**config.mk**
```make
export PLATFORM = sky130hd
export DESIGN_NAME = intc_regport
export DESIGN_NICKNAME = d
export VERILOG_FILES = /design/src/rtl/intc_pkg.sv /design/src/rtl/intc_rank.sv /design/src/rtl/intc_init_seq.sv /design/src/rtl/intc_regport.sv
export SDC_FILE = /design/constraint.sdc
export NUM_CORES = 1
export LEC_CHECK = 0
export BUFFER_PORTS_ARGS = -buffer_cell sky130_fd_sc_hd__buf_2
export CORE_MARGIN = 2
export CORE_UTILIZATION = 65
export DETAILED_ROUTE_END_ITERATION = 8
export PLACE_DENSITY = 0.86
export REMOVE_ABC_BUFFERS = 1
export SLEW_MARGIN = 5
export SYNTH_ARGS = -nofsm -noshare
export SYNTH_HDL_FRONTEND = slang
export SYNTH_SLANG_ARGS = --single-unit
export TNS_END_PERCENT = 20
```
**constraint.sdc**
```tcl
create_clock -name clk -period 12 [get_ports clk]
set_input_delay 0 -clock clk [delete_from_list [all_inputs] [get_ports clk]]
set_output_delay 0 -clock clk [all_outputs]
set_load 0.01 [all_outputs]
```
**src/rtl/intc_pkg.sv**
```systemverilog
package intc_pkg;
  localparam int LINES = 8;

  typedef enum logic [1:0] {
    SEQ_RUN  = 2'd0,
    SEQ_BASE = 2'd1,
    SEQ_CASC = 2'd2,
    SEQ_MODE = 2'd3
  } seq_e;

  typedef enum logic [2:0] {
    PC_ROT_OFF  = 3'd0,
    PC_EOI_ANY  = 3'd1,
    PC_NOP      = 3'd2,
    PC_EOI_ONE  = 3'd3,
    PC_ROT_ON   = 3'd4,
    PC_EOI_ROT  = 3'd5,
    PC_SET_OFFS = 3'd6,
    PC_ONE_ROT  = 3'd7
  } pcmd_e;
endpackage

```
**src/rtl/intc_rank.sv**
```systemverilog
module intc_rank #(
  parameter int N = 8,
  localparam int IDXW = $clog2(N)
) (
  input  logic [N-1:0]    vec,
  input  logic [IDXW-1:0] offs,
  output logic            found,
  output logic [IDXW-1:0] rank,
  output logic [IDXW-1:0] idx
);
  logic [N-1:0] rot;

  always_comb begin
    rot = '0;
    for (int i = 0; i < N; i++) begin
      rot[i] = vec[IDXW'(i) + offs];
    end
  end

  always_comb begin
    found = 1'b0;
    rank  = '0;
    for (int i = N - 1; i >= 0; i--) begin
      if (rot[i]) begin
        found = 1'b1;
        rank  = IDXW'(i);
      end
    end
  end

  assign idx = rank + offs;
endmodule

```
**src/rtl/intc_init_seq.sv**
```systemverilog
module intc_init_seq
  import intc_pkg::*;
(
  input  logic clk,
  input  logic rst_n,
  input  logic start,
  input  logic want_mode,
  input  logic data_wr,
  output seq_e state,
  output logic running
);
  seq_e state_q, state_d;
  logic mode_q, mode_d;

  always_comb begin
    state_d = state_q;
    mode_d  = mode_q;
    if (start) begin
      state_d = SEQ_BASE;
      mode_d  = want_mode;
    end else if (data_wr) begin
      unique case (state_q)
        SEQ_BASE: state_d = SEQ_CASC;
        SEQ_CASC: state_d = mode_q ? SEQ_MODE : SEQ_RUN;
        SEQ_MODE: state_d = SEQ_RUN;
        default:  state_d = SEQ_RUN;
      endcase
    end
  end

  always_ff @(posedge clk or negedge rst_n) begin
    if (!rst_n) begin
      state_q <= SEQ_RUN;
      mode_q  <= 1'b0;
    end else begin
      state_q <= state_d;
      mode_q  <= mode_d;
    end
  end

  assign state   = state_q;
  assign running = (state_q == SEQ_RUN);
endmodule

```
**src/rtl/intc_regport.sv**
```systemverilog
module intc_regport
  import intc_pkg::*;
#(
  parameter int N = LINES,
  parameter logic [N-1:0] TRIG_WMASK = 8'hF8,
  localparam int IDXW = $clog2(N)
) (
  input  logic         clk,
  input  logic         rst_n,
  input  logic         addr,
  input  logic         wr_en,
  input  logic         rd_en,
  input  logic         trig_sel,
  input  logic [N-1:0] wdata,
  output logic [N-1:0] rdata,
  input  logic [N-1:0] irq_in,
  input  logic         ack_i,
  output logic         int_o,
  output logic [N-1:0] base_o,
  output logic         sfnm_o,
  output logic         smm_o
);
  localparam logic [N-1:0] BASE_KEEP = {{(N-IDXW){1'b1}}, {IDXW{1'b0}}};

  logic rst_m, rst_s;
  always_ff @(posedge clk or negedge rst_n) begin
    if (!rst_n) begin
      rst_m <= 1'b0;
      rst_s <= 1'b0;
    end else begin
      rst_m <= 1'b1;
      rst_s <= rst_m;
    end
  end

  logic [N-1:0]    imr_q, imr_d, isr_q, isr_d, irr_q, irr_d;
  logic [N-1:0]    last_q, trig_q, trig_d, base_q, base_d, irr_clr, rise;
  logic [IDXW-1:0] offs_q, offs_d;
  logic            rot_q, rot_d, aeoi_q, aeoi_d, sfnm_q, sfnm_d;
  logic            smm_q, smm_d, rsel_q, rsel_d, poll_q, poll_d;
  logic            imr_en, base_en, trig_en;

  logic wr0, wr1, rd_any, icw1, ocw3, ocw2;
  assign wr0    = wr_en & ~trig_sel & ~addr;
  assign wr1    = wr_en & ~trig_sel & addr;
  assign rd_any = rd_en & ~trig_sel;
  assign icw1   = wr0 & wdata[4];
  assign ocw3   = wr0 & ~wdata[4] & wdata[3];
  assign ocw2   = wr0 & ~wdata[4] & ~wdata[3];

  pcmd_e           code;
  logic [IDXW-1:0] wsel;
  assign code = pcmd_e'(wdata[7:5]);
  assign wsel = wdata[IDXW-1:0];

  seq_e seq_st;
  logic running;
  intc_init_seq u_seq (
    .clk      (clk),
    .rst_n    (rst_s),
    .start    (icw1),
    .want_mode(wdata[0]),
    .data_wr  (wr1),
    .state    (seq_st),
    .running  (running)
  );

  logic            req_found, isr_found, win;
  logic [IDXW-1:0] req_rank, req_idx, isr_rank, isr_idx;

  intc_rank #(.N(N)) u_req_rank (
    .vec  (irr_q & ~imr_q),
    .offs (offs_q),
    .found(req_found),
    .rank (req_rank),
    .idx  (req_idx)
  );

  intc_rank #(.N(N)) u_isr_rank (
    .vec  (isr_q),
    .offs (offs_q),
    .found(isr_found),
    .rank (isr_rank),
    .idx  (isr_idx)
  );

  assign win  = req_found & (~isr_found | (req_rank < isr_rank));
  assign rise = irq_in & ~last_q;

  always_comb begin
    imr_d  = imr_q;
    isr_d  = isr_q;
    offs_d = offs_q;
    rot_d  = rot_q;
    aeoi_d = aeoi_q;
    sfnm_d = sfnm_q;
    smm_d  = smm_q;
    rsel_d = rsel_q;
    poll_d = poll_q;
    base_d = base_q;
    irr_clr = '0;

    if (ack_i && win) begin
      if (!aeoi_q) isr_d[req_idx] = 1'b1;
      if (!trig_q[req_idx]) irr_clr[req_idx] = 1'b1;
      if (aeoi_q && rot_q) offs_d = req_idx + IDXW'(1);
    end

    if (rd_any && poll_q) begin
      poll_d = 1'b0;
      if (win) begin
        irr_clr[req_idx] = 1'b1;
        isr_d[req_idx]   = 1'b0;
      end
    end

    if (wr1) begin
      unique case (seq_st)
        SEQ_RUN:  imr_d = wdata;
        SEQ_BASE: base_d = wdata & BASE_KEEP;
        SEQ_MODE: begin
          sfnm_d = wdata[4];
          aeoi_d = wdata[1];
        end
        default: ;
      endcase
    end

    if (ocw3) begin
      poll_d = wdata[2];
      if (wdata[1]) rsel_d = wdata[0];
      if (wdata[6]) smm_d = wdata[5];
    end

    if (ocw2) begin
      unique case (code)
        PC_ROT_OFF, PC_ROT_ON: rot_d = code[2];
        PC_EOI_ANY, PC_EOI_ROT: begin
          if (isr_found) begin
            isr_d[isr_idx] = 1'b0;
            if (code[2]) offs_d = isr_idx + IDXW'(1);
          end
        end
        PC_EOI_ONE, PC_ONE_ROT: begin
          isr_d[wsel] = 1'b0;
          if (code[2]) offs_d = wsel + IDXW'(1);
        end
        PC_SET_OFFS: offs_d = wsel + IDXW'(1);
        default: ;
      endcase
    end

    irr_d = (((irr_q & ~irr_clr) | rise) & ~trig_q) | (irq_in & trig_q);

    if (icw1) begin
      imr_d  = '0;
      isr_d  = '0;
      irr_d  = '0;
      offs_d = '0;
      rot_d  = 1'b0;
      aeoi_d = 1'b0;
      sfnm_d = 1'b0;
      smm_d  = 1'b0;
      rsel_d = 1'b0;
      poll_d = 1'b0;
    end
  end

  assign imr_en  = wr1 | icw1;
  assign base_en = wr1 & (seq_st == SEQ_BASE);
  assign trig_en = wr_en & trig_sel;
  assign trig_d  = wdata & TRIG_WMASK;

  always_ff @(posedge clk or negedge rst_s) begin
    if (!rst_s) begin
      imr_q  <= '0;
      isr_q  <= '0;
      irr_q  <= '0;
      last_q <= '0;
      trig_q <= '0;
      base_q <= '0;
      offs_q <= '0;
      rot_q  <= 1'b0;
      aeoi_q <= 1'b0;
      sfnm_q <= 1'b0;
      smm_q  <= 1'b0;
      rsel_q <= 1'b0;
      poll_q <= 1'b0;
    end else begin
      if (imr_en)  imr_q  <= imr_d;
      if (base_en) base_q <= base_d;
      if (trig_en) trig_q <= trig_d;
      isr_q  <= isr_d;
      irr_q  <= irr_d;
      last_q <= irq_in;
      offs_q <= offs_d;
      rot_q  <= rot_d;
      aeoi_q <= aeoi_d;
      sfnm_q <= sfnm_d;
      smm_q  <= smm_d;
      rsel_q <= rsel_d;
      poll_q <= poll_d;
    end
  end

  logic [N-1:0] poll_byte;
  assign poll_byte = win ? {1'b1, {(N-1-IDXW){1'b0}}, req_idx} : '0;

  always_comb begin
    if (trig_sel)    rdata = trig_q;
    else if (poll_q) rdata = poll_byte;
    else if (addr)   rdata = imr_q;
    else             rdata = rsel_q ? isr_q : irr_q;
  end

  assign int_o  = win;
  assign base_o = base_q;
  assign sfnm_o = sfnm_q;
  assign smm_o  = smm_q;
endmodule

```
== Word level (Yosys, flattened, before mapping) ==
Index checks and enable logic that the tools add are counted.

* Equal/unequal tests: 9
* Reduce and logical (&&, ||, !) cells: 26
* Add/subtract/negate cells: 12
* Order comparisons: 15
* Bitwise logic cells: 37
* Multiplexer cells: 123

{| class="wikitable"
|+ Operators by type and width
! operator !! count
|-
| 8-bit two-way mux || 20
|-
| 3-bit two-way mux || 23
|-
| 8-bit bitwise AND || 8
|-
| 8-bit inverter || 7
|-
| 1-bit two-way mux || 54
|-
| 1-bit binary-select mux with 3-bit select || 17
|-
| 3-bit by 4-bit less-than comparator with 1-bit output (second input constant) || 11
|-
| 8-bit bitwise OR || 4
|-
| 8-bit one-hot mux with 2 select lines || 1
|-
| 2-bit nonzero test || 8
|-
| 3-bit adder (first input constant) || 4
|-
| 3-bit equality test (second input constant) || 4
|-
| 1-bit bitwise AND || 11
|-
| 3-bit by 1-bit adder with 3-bit output (second input constant) || 3
|-
| 1-bit demux with 3-bit select || 3
|-
| 3-bit by 1-bit greater-or-equal comparator with 1-bit output (second input constant) || 3
|-
| 3-bit one-hot mux with 3 select lines || 1
|-
| 2-bit AND reduction || 4
|-
| 2-bit by 3-bit adder with 3-bit output (first input constant) || 2
|-
| 3-bit adder || 2
|-
| 1-bit logical AND || 6
|-
| 2-bit two-way mux || 3
|-
| 3-bit AND reduction || 2
|-
| 2-bit OR reduction || 3
|-
| other kinds (12) || 18
|}

* Input port bits: 23
* Logic and storage cells: 239
* Output and inout port bits: 19
* Bits in registers: 56

== Longest topological paths before layout ==
* Word-level depth: 28
* Depth in mapped cells: 20
* Gate-level depth less buffers: 17

== Modules after synthesis ==
Synthesis repeated with hierarchy kept, for this count alone.

* Cells, all modules: 500
* Area total of the unflattened synthesis: 4639.4 µm²

{| class="wikitable"
|+ Modules (own cells, without submodules)
! module !! seq. area each (µm²) !! instances !! area each (µm²) !! cells each
|-
| intc_regport || 1326.3 || 1 || 3179.3 || 338
|-
| intc_rank || 0.0 || 2 || 643.1 || 73
|-
| intc_init_seq || 75.1 || 1 || 173.9 || 16
|}

== Worst setup path before layout ==
No wires, ideal clock.

* Kind: register to register
* Start point: reg offs_q[1]
* End point: reg irr_q[2]
* Setup time: 0.120 ns
* Setup slack: 7.420 ns
* Buffers on the path: 2
* Required time: 11.880 ns
* Data arrival time: 4.461 ns
* Period minus slack after synthesis: 4.580 ns
* Cell stages (with the launch flop): 19
* Path through: dfrtp_1 buf_2 inv_1 ha_1 clkbuf_1 xnor2_1 mux4_2 nor2b_1 nor3_1 nor3b_1 nor3_1 fa_1 xnor2_1 nor3b_1 and4b_1 o21ai_1 a21oi_2 or4_1 a31o_1

* Longest elaborated chain between the ends: 27
* Elaborated cells on any way between the ends: 95
* Those cells by class: add/sub (8); order compare (3); mux (73); bitwise (9); reduce/logical (2)

{| class="wikitable"
|+ RTL lines
! what !! line !! text
|-
| start: declaration || intc_regport.sv:38 || <nowiki>logic [IDXW-1:0] offs_q, offs_d;</nowiki>
|-
| start signal: assignment || intc_regport.sv:196 || <nowiki>offs_q <= offs_d;</nowiki>
|-
| 3-bit adder || intc_rank.sv:16 || <nowiki>rot[i] = vec[IDXW'(i) + offs];</nowiki>
|-
| 1-bit binary-select mux with 3-bit select || intc_rank.sv:16 ||
|-
| 1-bit two-way mux (not written as such) || intc_rank.sv:16 ||
|-
| 3-bit two-way mux (8 in series) || intc_rank.sv:24 || <nowiki>if (rot[i]) begin</nowiki>
|-
| 3-bit adder || intc_rank.sv:31 || <nowiki>assign idx = rank + offs;</nowiki>
|-
| 3-bit by 4-bit less-than comparator with 1-bit output (not written as such) / 3-bit by 1-bit greater-or-equal comparator with 1-bit output (equally long branches) || intc_regport.sv:105, intc_regport.sv:112 ||
|-
| 1-bit logical AND (not written as such) || intc_regport.sv:105, intc_regport.sv:112 ||
|-
| 1-bit two-way mux (not written as such) || intc_regport.sv:105, intc_regport.sv:112 ||
|-
| [... 5 more ...] || n/a ||
|-
| 8-bit two-way mux (*) || intc_regport.sv:109 || <nowiki>if (rd_any && poll_q) begin</nowiki>
|-
| 8-bit inverter (*) || intc_regport.sv:153 || <nowiki>irr_d = (((irr_q & ~irr_clr) | rise) & ~trig_q) | (irq_in & trig_q);</nowiki>
|-
| 8-bit bitwise AND (*) || intc_regport.sv:153 ||
|-
| 8-bit bitwise OR (*) || intc_regport.sv:153 ||
|-
| 8-bit bitwise AND (*) || intc_regport.sv:153 ||
|-
| 8-bit bitwise OR (*) || intc_regport.sv:153 ||
|-
| 8-bit two-way mux (*) || intc_regport.sv:155 || <nowiki>if (icw1) begin</nowiki>
|-
| net irr_d[2] || intc_regport.sv:36 || <nowiki>logic [N-1:0] imr_q, imr_d, isr_q, isr_d, irr_q, irr_d;</nowiki>
|-
| end signal: assignment || intc_regport.sv:194 || <nowiki>irr_q <= irr_d;</nowiki>
|-
| end: declaration || intc_regport.sv:36 ||
|}

The timed path passes the listed nets; every way through them passes the cells marked *. The select of a mux whose other input is x is not followed.
A chain may end at the register's enable or synchronous reset.

== Worst setup path in the final report ==
* Start point: reg offs_q[0]
* End point: reg isr_q[2]

* Longest elaborated chain between the ends: 27
* Elaborated cells on any way between the ends: 102
* Those cells by class: add/sub (9); order compare (5); mux (76); bitwise (9); reduce/logical (3)

{| class="wikitable"
|+ RTL lines
! what !! line !! text
|-
| 3-bit adder || intc_rank.sv:16 ||
|-
| 1-bit binary-select mux with 3-bit select || intc_rank.sv:16 ||
|-
| 1-bit two-way mux (not written as such) || intc_rank.sv:16 ||
|-
| 3-bit two-way mux (8 in series) || intc_rank.sv:24 ||
|-
| 3-bit adder || intc_rank.sv:31 ||
|-
| 3-bit by 4-bit less-than comparator with 1-bit output (not written as such) / 3-bit by 1-bit greater-or-equal comparator with 1-bit output (equally long branches) || intc_regport.sv:104, intc_regport.sv:113 ||
|-
| 1-bit logical AND (not written as such) || intc_regport.sv:104, intc_regport.sv:113 ||
|-
| 1-bit two-way mux (not written as such) || intc_regport.sv:104, intc_regport.sv:113 ||
|-
| [... 5 more ...] || n/a ||
|-
| 8-bit two-way mux || intc_regport.sv:111 || <nowiki>if (win) begin</nowiki>
|-
| 8-bit two-way mux || intc_regport.sv:109 ||
|-
| 8-bit bitwise AND (no line) || n/a ||
|-
| 8-bit two-way mux || intc_regport.sv:139 || <nowiki>if (isr_found) begin</nowiki>
|-
| 8-bit one-hot mux with 2 select lines || intc_regport.sv:136 || <nowiki>unique case (code)</nowiki>
|-
| 8-bit two-way mux (*) || intc_regport.sv:135 || <nowiki>if (ocw2) begin</nowiki>
|-
| 8-bit two-way mux (*) || intc_regport.sv:155 ||
|-
| net isr_d[2] || intc_regport.sv:36 ||
|-
| end signal: assignment || intc_regport.sv:193 || <nowiki>isr_q <= isr_d;</nowiki>
|-
| end: declaration || intc_regport.sv:36 ||
|}

Marks and branches as above.

==> run_results.csv <==
group,metric,value,unit
status,run_status,"completed",
clock_tree,post-cts-setup-buffers,0,
sta,timing.final.hold_violations,0,
routing,drt-vias-per-instance,6.96,
die,initial_utilization,0.660,
sta,grt_setup_unrepaired,"false",
global_routing,via_count_of_the_first_global_routing_pass,3856,
clock_tree,cts_made_buffers,5,
power_and_ir_drop,power.leakage,2.05,nW
logic_synthesis,synth_common_cells,"sky130_fd_sc_hd__dfrtp_1 (56), sky130_fd_sc_hd__nand2_1 (46), sky130_fd_sc_hd__nor2_1 (37)",
clock_tree,htreeDepth,2,
critical_path,worstPathArrival,5.63,ns
global_routing,initial_antenna_violation_count,0,
sta,drv_slew,0,
logic_synthesis,synthMostInstantiatedCell,"sky130_fd_sc_hd__dfrtp_1",
critical_path,maximum_fanout_along_the_worst_path,19,
die,rows,30,
logic_synthesis,synth_simple_gate_area_frac,0.209,
clock_tree,cts_repair_resize_count,0,
critical_path,path_class,"reg2reg",
clock_tree,cts.root.buffer_cell,"sky130_fd_sc_hd__clkbuf_8",
die,die_x,86.4,µm
placement,gpl.final_weighted_congestion,0.977,
die,floorplan.die.height,86.4,µm
sta,fraction_of_the_cycle_the_final_worst_path_needs,0.453,
critical_path,worst_setup_path_start_kind,"flip-flop",
critical_path,critPathSlowestCell,"sky130_fd_sc_hd__dfrtp_1",
power_and_ir_drop,power_density,258,nW/µm²
sta,final_period_minus_worst_setup_slack,5.43,ns
global_routing,grt_start_max_net_pins,55,
routing,detail_route.wl_per_cell,20.8,µm
logic_synthesis,synth.yosys.seq_area_share,0.318,
critical_path,worst-endpoint-required,12.20,ns
routing,drt_first_pass_iters,7,
global_routing,grt_use_total,0.336,
placement,place_hpwl,8720,µm
global_routing,global_route_wire_length_before_repair,19500,µm
die,floorplan.die_area,7460,µm²
logic_synthesis,synth_area_per_cell,9.48,µm²
clock_tree,tritoncts_num_sinks,56,
routing,wirelength,12000,µm
die,core_region_area,6680,µm²
logic_synthesis,asyncSetResetFlopFracSynth,1.00,
sta,maxClockFrequency,184,MHz
critical_path,timing.critical_path.to_type,"flip-flop",
logic_synthesis,synth_largest_area_cell,"sky130_fd_sc_hd__dfrtp_1",
power_and_ir_drop,ir_worst_vdd,0.000144,V
routing,drtIter0Drc,431,
logic_synthesis,synth_seq_cells,56,
clock_tree,clkTransAtPathRegs,0.11,ns
logic_synthesis,predominant_post_synthesis_flop_cell,"sky130_fd_sc_hd__dfrtp_1",
placement,buffer_ports.inserted,38,
critical_path,crit_path_max_cell_delay,0.97,ns
logic_synthesis,synth-compound-area-share,0.164,
logic_synthesis,synth_largest_type_area_fraction,0.318,
finish,fill_cells,468,
worst_hold_path,worstHoldPathType,"in2reg",
die,i_o_pins,42,
finish,post_route_cells_drive_above_1_share,0.191,
finish,inserted_diodes,0,
sta,setup_viol,0,
logic_synthesis,synth.lib_cells_used.distinct,66,
placement,post_dp_cell_area,4580,µm²
logic_synthesis,netlist_top_cells_area,"sky130_fd_sc_hd__dfrtp_1 (32%), sky130_fd_sc_hd__mux4_2 (8.7%), sky130_fd_sc_hd__mux2i_1 (6.4%)",
clock_tree,insertion_delay,0.32,ns
clock_tree,clock_tree.buffer_depth,2,
routing,vias,4018,
routing,drt.antenna.violating_nets,0,
logic_synthesis,syn_inst,465,
finish,layout-area-overhead-vs-synth,9.25,%
logic_synthesis,xor_and_xnor_area_share_after_synthesis,0.0272,
sta,setup_total_negative_slack,0,ns
logic_synthesis,synth_top_family_by_area,"simple AND/OR/NAND/NOR gates",
finish,layout.cell_area.non_filler,4820,µm²
logic_synthesis,synth.area.mux_share,0.187,
logic_synthesis,synthAdderAreaFrac,0.0460,
clock_tree,cts_tree,"built",
critical_path,path_cells,"ha_1 > xor2_1 > mux4_2 > or4b_4 > nor2_4 > ha_1 > a21oi_1 > a21boi_0 > and4_1 > nor2_4 > nor4b_4 > nand3_1 > a221oi_1",
finish,num-nets-final,534,
global_routing,grt_overflow_total,0,
routing,post-route-drc-count,0,
clock_tree,cts.hold.buffers_added,12,
sta,worst_slew_margin_rel,0.247,
logic_synthesis,yosys_warnings,0,
logic_synthesis,synth-edff-count,0,
flow_run,maxCapViolations,0,
sta,finClkSkew,0.00952,ns
logic_synthesis,synth.cell_area,4410,µm²
sta,worst-slew-pin-transition,1.13,ns
critical path: cells and delay by family, from the launching register on:
family | cells | cell delay (ns)
compound gates | 3 | 0.77
xor+xnor | 1 | 0.46
fa+ha+maj | 2 | 0.64
flops | 1 | 0.97
mux | 1 | 0.62
simple gates | 6 | 1.85
where the power goes:
| group | internal [W] | switching (W) | total [W] |
|---|---|---|---|
| Combinational | 0.000320 | 0.000487 | 0.000807 |
| Clock | 0.0000645 | 0.0000685 | 0.000133 |
| Sequential | 0.000232 | 0.0000729 | 0.000305 |
| Total | 0.000617 | 0.000628 | 0.00124 |
layout by cell type (no fill, tap or decap), drive strengths merged, types with 13 or more instances in the layout:
cell    instances
a21oi          21
buf            40
dfrtp          56
ha             13
inv            16
mux2           14
mux2i          28
mux4           17
nand2          46
nand2b         20
nand3          13
nor2           39
nor2b          17
o21ai          24
cell type report:
class,count,area [µm²],area share
Tap cell,80,100,0.0208
Clock buffer,5,68.8,0.0143
Clock inverter,3,50.0,0.0104
Sequential cell,56,1400,0.291
Timing Repair Buffer,52,325,0.0675
Inverter,14,55.1,0.0114
Multi-Input combinational cell,367,2820,0.585
registers in the layout, summed over array words and instances (netlist names):
register	flops
imr_q	8
irr_q	8
isr_q	8
last_q	8
base_o	5
trig_q	5
offs_q	3
u_seq.state	2
aeoi_q	1
poll_q	1
rot_q	1
rsel_q	1
rst_m	1
rst_s	1
sfnm_o	1
smm_o	1
u_seq.mode_q	1
metal layers:
metal | up-vias | share of wire | global-route usage
met1 | 1958 | 0.38 | 0.437
met3 | 45 | 0.079 | 0.0543
met5 | - | 0 | 0
met2 | 241 | 0.51 | 0.578
met4 | 0 | 0.029 | 0.108
li1 | 1774 | - | -
cells by family (layout without fill, tap and decap cells):
group / after synthesis / in the layout
flops: 56 / 56
simple gates: 172 / 172
other cells: 2 / 4
compound gates: 105 / 105
buf+inv: 44 / 74
fa+ha+maj: 15 / 15
xor+xnor: 12 / 12
mux: 59 / 59
worst paths after layout:
path,startpoint,to,slack (ns),cells past startpoint
worst min-delay path,wdata[1],aeoi_q$_DFFE_PN0P_,0.02,3
worst max-delay path,offs_q[0]$_DFF_PN0_,isr_q[2]$_DFF_PN0_,6.57,13
worst min register to register,rst_m$_DFF_PN0_,rst_s$_DFF_PN0_,0.37,0
min in group asynchronous,rst_s$_DFF_PN0_,last_q[4]$_DFF_PN0_,0.40,1
max in group asynchronous,rst_s$_DFF_PN0_,isr_q[2]$_DFF_PN0_,11.14,1
worst max register to register,offs_q[0]$_DFF_PN0_,isr_q[2]$_DFF_PN0_,6.57,13
stage by stage:
step	hold WS, ns	total power (W)	setup slack (ns)	cells	util
6_report	0.0194	0.00124	6.57	577	0.721
4_1_cts	0.00857	0.00122	6.60	577	0.721
2_1_floorplan	-0.296	0.000877	7.19	437	-
3_5_place_dp	-0.214	0.00108	6.60	557	0.685
5_1_grt	0.0217	0.00132	6.11	577	0.721
3_3_place_gp	-0.216	0.00105	6.88	557	0.685
Note: power is estimated with default switching activity, not from simulation.
